===== src/rtl/audsel_pkg.sv =====
package audsel_pkg;

  localparam int NUM_SRC  = 8;
  localparam int SEL_W    = 3;
  localparam int HOME_IDX = 0;
  localparam int USB_IDX  = 3;
  localparam int CARD_IDX = 7;

  typedef logic [SEL_W-1:0] selIdx_t;

  // Strobes from control to datapath; at most one is set in a cycle.
  typedef struct packed {
    logic goUsb;
    logic goHome;
    logic step;
    logic hunt;
  } selCmd_t;

  // Panel index to receiver multiplexer index.
  function automatic selIdx_t panelToRx(input selIdx_t p);
    selIdx_t r;
    if (p < selIdx_t'(USB_IDX))       r = selIdx_t'(p + selIdx_t'(4));
    else if (p == selIdx_t'(USB_IDX)) r = selIdx_t'(0);
    else if (p == selIdx_t'(CARD_IDX)) r = selIdx_t'(CARD_IDX);
    else                              r = selIdx_t'(p - selIdx_t'(3));
    return r;
  endfunction

endpackage


===== src/rtl/audsel_ctrl.sv =====
module audsel_ctrl
  import audsel_pkg::*;
#(
  parameter int PROBE_CYCLES = 8
) (
  input  logic    clk,
  input  logic    rst_n,
  input  logic    btnPulse,
  input  logic    usbPresent,
  input  logic    cardDetect,
  input  logic    optSense,
  input  logic    selIsCard,
  input  logic    selHasSig,
  output selCmd_t cmd,
  output logic    ready,
  output logic    optDrive
);

  localparam int PCNT_W = (PROBE_CYCLES > 1) ? $clog2(PROBE_CYCLES) : 1;
  localparam logic [PCNT_W-1:0] PCNT_LAST = PCNT_W'(PROBE_CYCLES - 1);

  typedef enum logic {ST_PROBE, ST_RUN} ctrlState_t;

  ctrlState_t        state;
  logic [PCNT_W-1:0] probeCnt;
  logic              scanEn;
  logic              usbPrev;
  logic              usbRise;
  logic              cardGone;

  // Startup probe, then run; usbPrev only follows the line while running.
  always_ff @(posedge clk or negedge rst_n) begin
    if (!rst_n) begin
      state    <= ST_PROBE;
      probeCnt <= '0;
      scanEn   <= 1'b0;
      usbPrev  <= 1'b0;
    end else begin
      case (state)
        ST_PROBE: begin
          if (probeCnt == PCNT_LAST) begin
            scanEn <= ~optSense;
            state  <= ST_RUN;
          end else begin
            probeCnt <= probeCnt + 1'b1;
          end
        end
        default: usbPrev <= usbPresent;
      endcase
    end
  end

  assign ready    = (state == ST_RUN);
  assign optDrive = (state == ST_PROBE);
  assign usbRise  = ready & usbPresent & ~usbPrev;
  assign cardGone = selIsCard & ~cardDetect;

  // Fixed priority: USB rise, card removal, button, scan.
  always_comb begin
    cmd = '0;
    if (ready) begin
      if (usbRise)                    cmd.goUsb  = 1'b1;
      else if (cardGone)              cmd.goHome = 1'b1;
      else if (btnPulse)              cmd.step   = 1'b1;
      else if (scanEn && !selHasSig)  cmd.hunt   = 1'b1;
    end
  end

endmodule


===== src/rtl/audsel_datapath.sv =====
module audsel_datapath
  import audsel_pkg::*;
(
  input  logic               clk,
  input  logic               rst_n,
  input  selCmd_t            cmd,
  input  logic               ready,
  input  logic [NUM_SRC-1:0] sigPresent,
  input  logic               cardDetect,
  output selIdx_t            selIdx,
  output selIdx_t            rxIdx,
  output logic               selIsCard,
  output logic               selHasSig,
  output logic [NUM_SRC-1:0] inLedA,
  output logic [NUM_SRC-1:0] inLedB
);

  logic [NUM_SRC-1:0] validVec;
  selIdx_t            selQ;
  selIdx_t            stepIdx;
  selIdx_t            huntIdx;
  logic               huntFound;

  // A source counts as valid when it reports signal; the card also needs a card.
  for (genvar i = 0; i < NUM_SRC; i++) begin : g_valid
    if (i == CARD_IDX) begin : g_card
      assign validVec[i] = sigPresent[i] & cardDetect;
    end else begin : g_plain
      assign validVec[i] = sigPresent[i];
    end
  end

  // Next index for a button step, skipping the card slot when empty.
  always_comb begin
    stepIdx = selIdx_t'(selQ + 1'b1);
    if (stepIdx == selIdx_t'(CARD_IDX) && !cardDetect)
      stepIdx = selIdx_t'(HOME_IDX);
  end

  // First valid source after the current one, searching upward with wrap.
  always_comb begin
    huntIdx   = selQ;
    huntFound = 1'b0;
    for (int k = 1; k < NUM_SRC; k++) begin
      if (!huntFound && validVec[selIdx_t'(int'(selQ) + k)]) begin
        huntIdx   = selIdx_t'(int'(selQ) + k);
        huntFound = 1'b1;
      end
    end
  end

  always_ff @(posedge clk or negedge rst_n) begin
    if (!rst_n) begin
      selQ <= selIdx_t'(HOME_IDX);
    end else begin
      if (cmd.goUsb)                  selQ <= selIdx_t'(USB_IDX);
      else if (cmd.goHome)            selQ <= selIdx_t'(HOME_IDX);
      else if (cmd.step)              selQ <= stepIdx;
      else if (cmd.hunt && huntFound) selQ <= huntIdx;
    end
  end

  assign selIdx    = selQ;
  assign rxIdx     = panelToRx(selQ);
  assign selIsCard = (selQ == selIdx_t'(CARD_IDX));
  assign selHasSig = validVec[selQ];

  // Two-pin lamp drive: selected bright, other valid sources dim.
  for (genvar i = 0; i < NUM_SRC; i++) begin : g_led
    assign inLedA[i] = ready & ((selQ == selIdx_t'(i)) | validVec[i]);
    assign inLedB[i] = ready & (selQ == selIdx_t'(i));
  end

endmodule


===== src/rtl/audsel_rate_led.sv =====
module audsel_rate_led #(
  parameter  int RATE_W   = 2,
  localparam int NUM_RATE = 1 << RATE_W
) (
  input  logic                ready,
  input  logic                lockValid,
  input  logic                audioPresent,
  input  logic [RATE_W-1:0]   rateCode,
  output logic [NUM_RATE-1:0] rateLedA,
  output logic [NUM_RATE-1:0] rateLedB
);

  for (genvar r = 0; r < NUM_RATE; r++) begin : g_rate
    assign rateLedA[r] = ready & lockValid & (rateCode == RATE_W'(r));
    assign rateLedB[r] = rateLedA[r] & audioPresent;
  end

endmodule


===== src/rtl/audio_source_selector.sv =====
module audio_source_selector
  import audsel_pkg::*;
#(
  parameter  int PROBE_CYCLES = 8,
  parameter  int RATE_W       = 2,
  localparam int NUM_RATE     = 1 << RATE_W
) (
  input  logic                clk,
  input  logic                rst_n,
  input  logic                btnPulse,
  input  logic                usbPresent,
  input  logic                cardDetect,
  input  logic [NUM_SRC-1:0]  sigPresent,
  input  logic                lockValid,
  input  logic                audioPresent,
  input  logic [RATE_W-1:0]   rateCode,
  input  logic                optSense,
  output logic                optDrive,
  output logic [SEL_W-1:0]    selPanel,
  output logic [SEL_W-1:0]    rxInput,
  output logic [NUM_SRC-1:0]  inLedA,
  output logic [NUM_SRC-1:0]  inLedB,
  output logic [NUM_RATE-1:0] rateLedA,
  output logic [NUM_RATE-1:0] rateLedB
);

  selCmd_t cmd;
  logic    ready;
  logic    selIsCard;
  logic    selHasSig;

  audsel_ctrl #(.PROBE_CYCLES(PROBE_CYCLES)) u_ctrl (
    .clk        (clk),
    .rst_n      (rst_n),
    .btnPulse   (btnPulse),
    .usbPresent (usbPresent),
    .cardDetect (cardDetect),
    .optSense   (optSense),
    .selIsCard  (selIsCard),
    .selHasSig  (selHasSig),
    .cmd        (cmd),
    .ready      (ready),
    .optDrive   (optDrive)
  );

  audsel_datapath u_dp (
    .clk        (clk),
    .rst_n      (rst_n),
    .cmd        (cmd),
    .ready      (ready),
    .sigPresent (sigPresent),
    .cardDetect (cardDetect),
    .selIdx     (selPanel),
    .rxIdx      (rxInput),
    .selIsCard  (selIsCard),
    .selHasSig  (selHasSig),
    .inLedA     (inLedA),
    .inLedB     (inLedB)
  );

  audsel_rate_led #(.RATE_W(RATE_W)) u_rate (
    .ready        (ready),
    .lockValid    (lockValid),
    .audioPresent (audioPresent),
    .rateCode     (rateCode),
    .rateLedA     (rateLedA),
    .rateLedB     (rateLedB)
  );

endmodule


===== config.mk =====
export PLATFORM = sky130hd
export DESIGN_NAME = audio_source_selector
export DESIGN_NICKNAME = d
export VERILOG_FILES = /design/src/rtl/audsel_pkg.sv /design/src/rtl/audsel_ctrl.sv /design/src/rtl/audsel_datapath.sv /design/src/rtl/audsel_rate_led.sv /design/src/rtl/audio_source_selector.sv
export SDC_FILE = /design/constraint.sdc
export NUM_CORES = 1
export LEC_CHECK = 0
export CORE_UTILIZATION = 47
export CTS_BUF_LIST = sky130_fd_sc_hd__clkbuf_4
export DETAILED_ROUTE_END_ITERATION = 10
export PLACE_DENSITY = 0.9
export SLEW_MARGIN = 20
export SYNTH_ARGS = -nofsm -noshare
export SYNTH_HDL_FRONTEND = slang
export SYNTH_SLANG_ARGS = --single-unit

===== constraint.sdc =====
create_clock -name clk -period 3.38 [get_ports clk]
set_input_delay 1.014 -clock clk [delete_from_list [all_inputs] [get_ports clk]]
set_output_delay 1.014 -clock clk [all_outputs]
set_load 0.02 [all_outputs]

==> results.sh, run 1 <==
export IMPL_cp_max_fo=5
export IMPL_tns_ns=0
export IMPL_fillers=224
export IMPL_cts_resized=9
export IMPL_stdcell_area_mm2=0.00212
export IMPL_dr_first_iter_drc_count=79
export IMPL_maxCapViolCount=0
export IMPL_antenna_found_initial=0
export IMPL_worst_path_buf_inv=2
export IMPL_synth_seq_cells=9
export IMPL_power_density_mw_per_mm2=1060
export IMPL_grt_pass1_vias=1593
export IMPL_multiInputGateArea_mm2=0.00114
export IMPL_worst_slew_pin_slew_ns=0.478
export IMPL_fp_dieArea_mm2=0.00328
export IMPL_fmax_mhz=301
export IMPL_syn_area_per_cell_um2=8.40
export IMPL_slew_headroom_pct=68.1
export IMPL_slowest_delay_ns=0.59
export IMPL_syn_to_final_growth_pct=47.3
export IMPL_placed_area_mm2=0.00209
export IMPL_violations="design-rule violations"
export IMPL_fin_util_pct=74.8
export IMPL_grt_pass1_wl_um=7150
export IMPL_finalWorstSetupSlack_ns=0.0530
export IMPL_h_tree_depth=1
export IMPL_dp_hpwl_um=3410
export IMPL_numPortBuffers=48
export IMPL_num_rows=19
export IMPL_path_clk_slew_ns=0.05
export IMPL_drcViolationCount=7
export IMPL_ys_types=50
export IMPL_cp_arrival_ns=2.31
export IMPL_grt_max_degree=15
export IMPL_ys_seq_area_share_pct=15.7
export IMPL_period_needed_ns=3.33
export IMPL_post_cts_buffers=0
export IMPL_leakagePower_nw=0.978
export IMPL_core_area_mm2=0.00283
export IMPL_drive_above_1_share_pct=20.6
export IMPL_root_buffer="clkbuf_4"
export IMPL_min_period_over_period_pct=98.4
export IMPL_cts_tree="yes"
export IMPL_end_kind="output port"
export IMPL_cts_hold_buf=0
export IMPL_grtUsageTotal_pct=27.5
export IMPL_async_flop_share_pct=100
export IMPL_dp_slack_ns=-0.152
export IMPL_finalSetupViolCount=0
export IMPL_syn_inst=171
export IMPL_wirelength_um=4210
export IMPL_grt_ovfl_total=0
export IMPL_dr_pass1_iters=7
export IMPL_hold_violations=0
export IMPL_yosys_most_used_dff="dfrtp_1"
export IMPL_ys_warnings_count=0
export IMPL_start_kind="primary input"
export IMPL_slew_viol_final=0
export IMPL_critPathRequiredTime_ns=2.37
export IMPL_crit_family="buffers and inverters"
export IMPL_synth_edff_count=0
export IMPL_dieWidth_um=57.3
export IMPL_pin_count=49
export IMPL_syn_area_mm2=0.00144
export IMPL_wl_per_cell_um=15.6
export IMPL_die_h_um=57.3
export IMPL_critPathKind="primary input to output port"
export IMPL_finalClockSkew_ns=0.00703
export IMPL_clock_latency_ns=0.26
export IMPL_cp_common_cell="clkdlybuf4s50_1"
export IMPL_num_antenna_cells=0
export IMPL_hp_class="flop to flop"
export IMPL_ant_nets=0
export IMPL_cts_num_sinks=9
export IMPL_cts_buffers=3
export IMPL_cts_max_path_buffers=2
export IMPL_seq_area_um2=225
export IMPL_cp_cell_sequence="clkdlybuf4s50_1, a21o_1, clkdlybuf4s50_1"
export IMPL_synth_nets=199
export IMPL_place_congestion=0.891
export IMPL_start_util_pct=50.8
export IMPL_via_per_inst=6.11
export IMPL_outcome="finished, violations left"
export IMPL_critPathSlowestCell="clkdlybuf4s50_1"
export IMPL_vias=1644
export IMPL_layout_nets=267
export IMPL_max_vdd_ir_drop_mv=0.681
[cells by family (layout without fill, tap and decap cells)]
kind of cell	count (synthesis)	in the layout	share of synthesized area, %
multiplexers	16	16	18.7
AO/OA/AOI/OAI	49	49	26.2
flip-flops	9	9	15.7
adder cells (fa/ha/maj)	10	10	8.71
buffers and inverters	19	86	5.49
XOR/XNOR	2	2	1.22
AND/OR/NAND/NOR	66	66	24.0
[sequential cells by signal, indices dropped and copies added, names as in the netlist]
register	flops
u_dp.selIdx	3
u_ctrl.usbPrev	1
u_ctrl.ready	1
u_ctrl.probeCnt	3
u_ctrl.scanEn	1
[layer usage]
metal	vias up	share of wire [%]	GRT usage [%]
met3	11	7.3	4.54
met5	-	0	0
met1	770	43	35.8
li1	784	-	-
met2	79	48	45.4
met4	0	2.3	11.8
[layout make-up]
cell class / count / share of cell area, %
multi-input cells: 143 / 53.8
repair buffers: 70 / 30.2
flip-flops and latches: 9 / 10.6
inverters: 12 / 2.13
well taps: 31 / 1.83
clock buffers: 4 / 1.42
[cells in the mapped netlist, types with 2 or more instances]
library cell	number	area, um^2
nor2_1	17	63.8
nand2_1	13	48.8
inv_1	11	41.3
ha_1	10	125
dfrtp_1	9	225
a21o_1	8	60.1
and3_1	8	50.1
a21oi_1	7	35.0
mux4_2	7	158
and2_1	6	37.5
nand3_1	6	30.0
clkbuf_1	5	18.8
o21ai_0	5	25.0
mux2_2	4	45.0
nor3b_1	4	30.0
mux2i_1	3	30.0
nand3b_1	3	22.5
o211ai_1	3	22.5
o31ai_1	3	22.5
a22oi_1	2	15.0
buf_4	2	15.0
nand2b_1	2	12.5
nor3_1	2	10.0
o2111ai_1	2	17.5
o21a_1	2	15.0
or2_2	2	12.5
xor2_1	2	17.5
[stage by stage]
step / hold WS [ns] / std cells / total power, mW
5_1_grt: 0.507 / 269 / 2.41
6_report: 0.480 / 269 / 2.24
3_5_place_dp: 0.483 / 265 / 2.13
4_1_cts: 0.479 / 269 / 2.22
2_1_floorplan: 0.448 / 171 / 1.41
3_3_place_gp: 0.465 / 265 / 2.08
[report_power, final]
| group | leakage (nW) | switching, mW | internal, mW | total, mW |
|---|---|---|---|---|
| Clock | 0.0184 | 0.0366 | 0.0534 | 0.0900 |
| Combinational | 0.865 | 1.03 | 0.966 | 2.00 |
| Sequential | 0.0940 | 0.0260 | 0.128 | 0.154 |
[final timing paths]
check,from,to,depth (start not counted),slack [ns]
min,u_ctrl.probeCnt[0]$_DFFE_PN0P_,u_ctrl.probeCnt[0]$_DFFE_PN0P_,1,0.48
max,sigPresent[5],inLedA[5],3,0.05
min reg2reg,u_ctrl.probeCnt[0]$_DFFE_PN0P_,u_ctrl.probeCnt[0]$_DFFE_PN0P_,1,0.48
min in group asynchronous,rst_n,u_ctrl.usbPrev$_DFFE_PN0P_,1,1.04
max in group asynchronous,rst_n,u_dp.selIdx[0]$_DFFE_PN0P_,1,2.07
max reg2reg,u_dp.selIdx[0]$_DFFE_PN0P_,u_dp.selIdx[0]$_DFFE_PN0P_,9,0.39
[worst reg2reg max path, delay by kind of cell, from the launching register on]
kind | cells | cell delay (ns)
flip-flops | 1 | 0.44
buffers and inverters | 1 | 0.16
adder cells (fa/ha/maj) | 1 | 0.49
AND/OR/NAND/NOR | 2 | 0.78
AO/OA/AOI/OAI | 5 | 0.96
[cell usage in the layout, fill, tap and decap left out, types with 2 or more instances in the layout]
cell type,count
and2_1,6
a22oi_1,2
o2111ai_1,2
nand3b_1,3
xor2_1,2
nor3_1,2
clkdlybuf4s50_1,37
ha_1,10
buf_4,22
o21ai_0,5
o211ai_1,3
and3_1,7
nor3b_1,4
o21a_1,2
mux2_2,4
clkbuf_4,4
dlygate4sd2_1,9
or2_2,2
o31ai_1,3
mux4_2,7
mux2i_2,2
nor2_1,17
nand2b_1,2
mux2i_1,2
inv_1,11
dfrtp_1,9
nand3_1,6
a21o_1,8
dlymetal6s2s_1,2
a21oi_1,7
nand2_1,13
(Power assumes the default switching activity.)
==> inputs of run 2 (changes only) <==
- ABC_AREA: unset -> 1
- CORE_UTILIZATION: 47 -> 49
- HOLD_SLACK_MARGIN: unset -> 0.08
- PLACE_DENSITY: 0.9 -> 0.91
==> run 2 against run 1 <==
Against the previous run:
- the run now ends clean
- global-route usage rose by 1.1 points
- critical path depth rose by 1
- first-iteration DRC count grew 96%
- final area grew 5.3%
- power rose by 10%
- fmax hardly changed
- largest cell class unchanged
==> results.sh, run 2 <==
export IMPL_fmax_mhz=301
export IMPL_drive_above_1_share_pct=13.9
export IMPL_fillers=262
export IMPL_cp_common_cell="clkdlybuf4s50_1"
export IMPL_place_congestion=0.933
export IMPL_syn_area_per_cell_um2=5.81
export IMPL_power_density_mw_per_mm2=1110
export IMPL_hold_violations=0
export IMPL_synth_seq_cells=9
export IMPL_slew_viol_final=0
export IMPL_synth_xor_area_share_pct=1.56
export IMPL_end_kind="output port"
export IMPL_grt_max_degree=18
export IMPL_antenna_found_initial=0
export IMPL_grt_ovfl_total=0
export IMPL_synth_commonest_cells="nand2_1 (102), nand3_1 (35), inv_1 (25), nor2_1 (20), o21ai_0 (12)"
export IMPL_cts_buffers=3
export IMPL_fp_dieArea_mm2=0.00350
export IMPL_dr_pass1_iters=4
export IMPL_yosysTopAreaCellShare_pct=23.9
export IMPL_ant_nets=0
export IMPL_cts_hold_buf=0
export IMPL_cp_arrival_ns=2.31
export IMPL_synth_compound_area_share_pct=8.74
export IMPL_finalSetupViolCount=0
export IMPL_worst_slew_pin_slew_ns=0.394
export IMPL_dp_hpwl_um=3880
export IMPL_yosys_area_top_type="nand2_1"
export IMPL_ys_warnings_count=0
export IMPL_drcViolationCount=0
export IMPL_max_vdd_ir_drop_mv=0.525
export IMPL_cts_max_path_buffers=2
export IMPL_start_kind="primary input"
export IMPL_worst_path_buf_inv=2
export IMPL_ys_types=34
export IMPL_fin_util_pct=72.4
export IMPL_start_util_pct=52.1
export IMPL_min_period_over_period_pct=98.4
export IMPL_cts_tree="yes"
export IMPL_wl_per_cell_um=12.5
export IMPL_core_area_mm2=0.00308
export IMPL_critPathKind="primary input to output port"
export IMPL_synth_simple_area_share_pct=57.1
export IMPL_yosys_area_share_adder_pct=7.81
export IMPL_grt_pass1_vias=1846
export IMPL_ys_seq_area_share_pct=14.1
export IMPL_cts_num_sinks=9
export IMPL_yosys_top_cells_area="nand2_1 (24%), dfrtp_1 (14%), nand3_1 (11%)"
export IMPL_critPathRequiredTime_ns=2.37
export IMPL_crit_family="buffers and inverters"
export IMPL_dp_cells=377
export IMPL_maxCapViolCount=0
export IMPL_reg2reg_setup_slack_ns=0.58
export IMPL_clock_latency_ns=0.26
export IMPL_outcome="finished clean"
export IMPL_synth_top_family_by_area="simple AND/OR/NAND/NOR gates"
export IMPL_fin_cells=381
export IMPL_synth_mux_area_share_pct=0
export IMPL_final_cell_mix="nand2_1 (102), nand3_1 (35), clkdlybuf4s50_1 (35)"
export IMPL_via_per_inst=5.38
export IMPL_async_flop_share_pct=100
export IMPL_leakagePower_nw=1.20
export IMPL_syn_inst=276
export IMPL_pin_count=49
export IMPL_finalClockSkew_ns=0.00103
export IMPL_numPortBuffers=48
export IMPL_critPathSlowestCell="clkdlybuf4s50_1"
export IMPL_slowest_delay_ns=0.64
export IMPL_slew_headroom_pct=73.7
export IMPL_yosys_most_used_dff="dfrtp_1"
export IMPL_syn_to_final_growth_pct=39.0
export IMPL_die_h_um=59.2
export IMPL_dr_first_iter_drc_count=155
export IMPL_period_needed_ns=3.33
export IMPL_rsz0062_at_grt="no"
export IMPL_num_rows=20
export IMPL_synth_nets=304
export IMPL_syn_area_mm2=0.00160
export IMPL_path_clk_slew_ns=0.06
export IMPL_vias=2049
export IMPL_cp_max_fo=3
export IMPL_grtUsageTotal_pct=28.7
export IMPL_synth_most_common_cell="nand2_1"
export IMPL_h_tree_depth=1
export IMPL_synth_edff_count=0
export IMPL_grt_pass1_wl_um=7760
export IMPL_wirelength_um=4780
export IMPL_layout_nets=366
export IMPL_root_buffer="clkbuf_4"
export IMPL_mostFrequentLayoutCell="nand2_1"
export IMPL_post_cts_buffers=0
export IMPL_num_antenna_cells=0
export IMPL_dieWidth_um=59.2
export IMPL_cp_cell_sequence="clkdlybuf4s50_1, nand2_1, o21ai_0, clkdlybuf4s50_1"
export IMPL_hp_class="flop to flop"
## run 2: cell types whose count changed in the layout (fill, tap and decap cells not counted), sizes merged, moves of 6 or more
cell   delta
a21o      -8
and2      -6
and3      -8
buf       -6
inv      +17
mux4      -7
nand2    +95
nand3    +38
nor3      +6
o21ai     +9
## run 2: metal layers
| layer | vias to the layer above | global-route usage [%] | routed length, um |
|---|---|---|---|
| li1 | 1024 | - | - |
| met1 | 914 | 36.1 | 1950 |
| met2 | 101 | 51.8 | 2370 |
| met3 | 10 | 1.97 | 395 |
| met4 | 0 | 8.50 | 61 |
| met5 | - | 0 | 0 |
## run 2: final timing paths
check                                               start                        endpoint  depth (start not counted)
max                                         sigPresent[0]                       inLedA[0]                          4
min                        u_ctrl.probeCnt[0]$_DFFE_PN0P_  u_ctrl.probeCnt[0]$_DFFE_PN0P_                          1
max reg2reg                    u_dp.selIdx[0]$_DFFE_PN0P_      u_dp.selIdx[0]$_DFFE_PN0P_                         16
min reg2reg                u_ctrl.probeCnt[0]$_DFFE_PN0P_  u_ctrl.probeCnt[0]$_DFFE_PN0P_                          1
max in group asynchronous                           rst_n      u_dp.selIdx[2]$_DFFE_PN0P_                          1
min in group asynchronous                           rst_n  u_ctrl.probeCnt[2]$_DFFE_PN0P_                          1
## run 2: logic make-up (layout without fill, tap and decap cells)
kind of cell             count (synthesis)  count (layout)
AND/OR/NAND/NOR                        191             191
AO/OA/AOI/OAI                           25              25
flip-flops                               9               9
buffers and inverters                   39             100
adder cells (fa/ha/maj)                 10              10
XOR/XNOR                                 2               2
## run 2: through the flow
stage / area (um^2) / total power, mW / setup TNS, ns / setup slack, ns / hold slack [ns]
3_5_place_dp: 2210 / 2.36 / -1.33 / -0.246 / 0.468
5_1_grt: 2230 / 2.71 / 0 / 0.00151 / 0.498
6_report: 2230 / 2.48 / 0 / 0.0545 / 0.482
4_1_cts: 2230 / 2.46 / 0 / 0.0154 / 0.483
2_1_floorplan: 1600 / 1.82 / 0 / 0.572 / 0.443
3_3_place_gp: 2210 / 2.33 / -0.714 / -0.159 / 0.459
## run 2: power by group
group | leakage [nW] | internal (mW) | switching, mW
registers | 0.0945 | 0.129 | 0.0189
logic | 1.08 | 0.804 | 1.43
clock network | 0.0184 | 0.0536 | 0.0386
## run 2: repair_timing
item                                    CTS  global route
endpoints found under the setup margin   11             4
gates cloned                              0             0
resized for setup                        11             7
hold endpoints to repair                  0             0
## run 2: final cells by class
type,instances,area [um^2],share of cell area [%]
flip-flops and latches,9,225,10.1
inverters,32,123,5.51
multi-input cells,228,1210,54.2
repair buffers,64,588,26.4
clock buffers,4,30.0,1.35
well taps,44,55.1,2.47
==> inputs of run 3 (changes only) <==
- CORE_ASPECT_RATIO: unset -> 1.75
- PLACE_DENSITY: 0.91 -> 0.83
==> run 3 against run 2 <==
Against the previous run:
- fmax grew 1.2%
- register-to-register slack gained 0.13 ns
- clock power fell by 0.5%
- flip-flop and latch count is the same
- highest routed layer unchanged
- via count down 2.8%
- setup slack better by 0.039 ns
- critical endpoint is now rateLedB[3]
==> results.sh, run 3 (synthesis results as in run 2) <==
export IMPL_outcome="finished clean"
export IMPL_h_tree_depth=1
export IMPL_ant_nets=0
export IMPL_fillers=284
export IMPL_vias=1992
export IMPL_critPathKind="primary input to output port"
export IMPL_syn_to_final_growth_pct=39.9
export IMPL_dp_hpwl_um=4070
export IMPL_num_rows=27
export IMPL_wl_met3_um=184
export IMPL_slowest_delay_ns=0.53
export IMPL_core_area_mm2=0.00314
export IMPL_cp_cell_sequence="clkdlybuf4s50_1, inv_1, nor4_1, dlygate4sd2_1"
export IMPL_place_congestion=0.929
export IMPL_min_period_over_period_pct=97.2
export IMPL_tns_ns=0
export IMPL_worst_slew_pin_slew_ns=0.495
export IMPL_grt_max_degree=18
export IMPL_post_cts_buffers=0
export IMPL_finalClockSkew_ns=0.00327
export IMPL_total_power_mw=2.48
export IMPL_hp_class="flop to flop"
export IMPL_cts_tree="yes"
export IMPL_via_per_inst=5.23
export IMPL_numPortBuffers=48
export IMPL_grt_pass1_vias=1990
export IMPL_dieWidth_um=45.2
export IMPL_drcViolationCount=0
export IMPL_finalSetupViolCount=0
export IMPL_crit_family="buffers and inverters"
export IMPL_root_buffer="clkbuf_4"
export IMPL_start_util_pct=51.0
export IMPL_final_cell_mix="nand2_1 (102), clkdlybuf4s50_1 (36), nand3_1 (35)"
export IMPL_clock_latency_ns=0.26
export IMPL_end_kind="output port"
export IMPL_antenna_found_initial=0
export IMPL_pin_count=49
export IMPL_drive_above_1_share_pct=13.9
export IMPL_fin_util_pct=71.4
export IMPL_slew_headroom_pct=67.0
export IMPL_reg2reg_setup_slack_ns=0.71
export IMPL_path_clk_slew_ns=0.06
export IMPL_slew_viol_final=0
export IMPL_cts_buffers=3
export IMPL_rsz0062_at_grt="no"
export IMPL_cp_arrival_ns=2.27
export IMPL_mostFrequentLayoutCell="nand2_1"
export IMPL_num_antenna_cells=0
export IMPL_fmax_mhz=304
export IMPL_grt_pass1_wl_um=8380
export IMPL_die_h_um=77.7
export IMPL_period_needed_ns=3.29
export IMPL_wl_per_cell_um=12.9
export IMPL_cts_num_sinks=9
export IMPL_critPathSlowestCell="clkdlybuf4s50_1"
export IMPL_met1_length_um=1760
export IMPL_fp_dieArea_mm2=0.00351
export IMPL_worst_path_buf_inv=3
export IMPL_dr_pass1_iters=4
export IMPL_maxCapViolCount=0
export IMPL_cp_max_fo=4
export IMPL_leakagePower_nw=1.21
export IMPL_cts_max_path_buffers=2
export IMPL_wirelength_um=4900
export IMPL_start_kind="primary input"
export IMPL_dr_first_iter_drc_count=69
export IMPL_max_vdd_ir_drop_mv=0.726
export IMPL_grt_ovfl_total=0
export IMPL_hold_violations=0
export IMPL_layout_nets=367
export IMPL_wl_met2_um=2730
export IMPL_critPathRequiredTime_ns=2.37
export IMPL_grtUsageTotal_pct=31.3
export IMPL_routed_top_layer="met4"
export IMPL_power_density_mw_per_mm2=1110
[run 3: cell types whose count changed in the layout (fill, tap and decap cells not counted), sizes merged]
| cell | before | now |
|---|---|---|
| buf | 16 | 17 |
| clkbuf | 5 | 4 |
| clkdlybuf4s50 | 35 | 36 |
| dlygate4sd1 | 1 | 0 |
| dlymetal6s2s | 2 | 3 |
[run 3: area by class of cell]
cell class / instances / area (um^2) / share of cell area, %
clock buffer: 4 / 30.0 / 1.34
multi-input combinational: 228 / 1210 / 53.8
tap: 43 / 53.8 / 2.40
timing repair buffer: 65 / 604 / 27.0
sequential: 9 / 225 / 10.0
inverter: 32 / 123 / 5.47
[run 3: final timing paths]
check | startpoint | end | cells after the start
min in group asynchronous | rst_n | u_ctrl.ready$_DFF_PN0_ | 1
hold / removal | u_ctrl.probeCnt[0]$_DFFE_PN0P_ | u_ctrl.probeCnt[0]$_DFFE_PN0P_ | 1
setup reg to reg | u_dp.selIdx[0]$_DFFE_PN0P_ | u_dp.selIdx[0]$_DFFE_PN0P_ | 16
hold reg to reg | u_ctrl.probeCnt[0]$_DFFE_PN0P_ | u_ctrl.probeCnt[0]$_DFFE_PN0P_ | 1
setup / recovery | rateCode[0] | rateLedB[3] | 4
max in group asynchronous | rst_n | u_dp.selIdx[1]$_DFFE_PN0P_ | 1
[run 3: per-stage QoR]
stage | hold WS [ns] | setup slack [ns] | std cells | instance area, um^2
after CTS | 0.485 | 0.0128 | 381 | 2230
after global placement | 0.454 | -0.188 | 377 | 2220
after global routing | 0.510 | 0.0102 | 381 | 2240
final | 0.482 | 0.0940 | 381 | 2240
after floorplan | 0.443 | 0.572 | 276 | 1600
after detailed placement | 0.463 | -0.229 | 377 | 2220
[run 3: worst reg2reg max path, delay by kind of cell (launching register included)]
family	cells	cell delay, ns
adders and majority gates	1	0.49
buffers and inverters	2	0.38
DFF	1	0.50
and+or+nand+nor	13	1.20
[run 3: power breakdown]
part | switching (mW) | leakage, nW | internal (mW)
Combinational | 1.42 | 1.10 | 0.806
Clock | 0.0381 | 0.0184 | 0.0536
Sequential | 0.0326 | 0.0945 | 0.129
Total | 1.49 | 1.21 | 0.989
[run 3: routing by layer]
metal,track usage (%),vias to the layer above
met2,56.8,69
met5,0,-
li1,-,1022
met1,32.6,874
met4,17.9,0
met3,2.56,27
[run 3: repair_timing]
action | in CTS | in global routing
hold buffers | 0 | 0
resized for setup | 9 | 3
setup endpoints to repair | 9 | 3
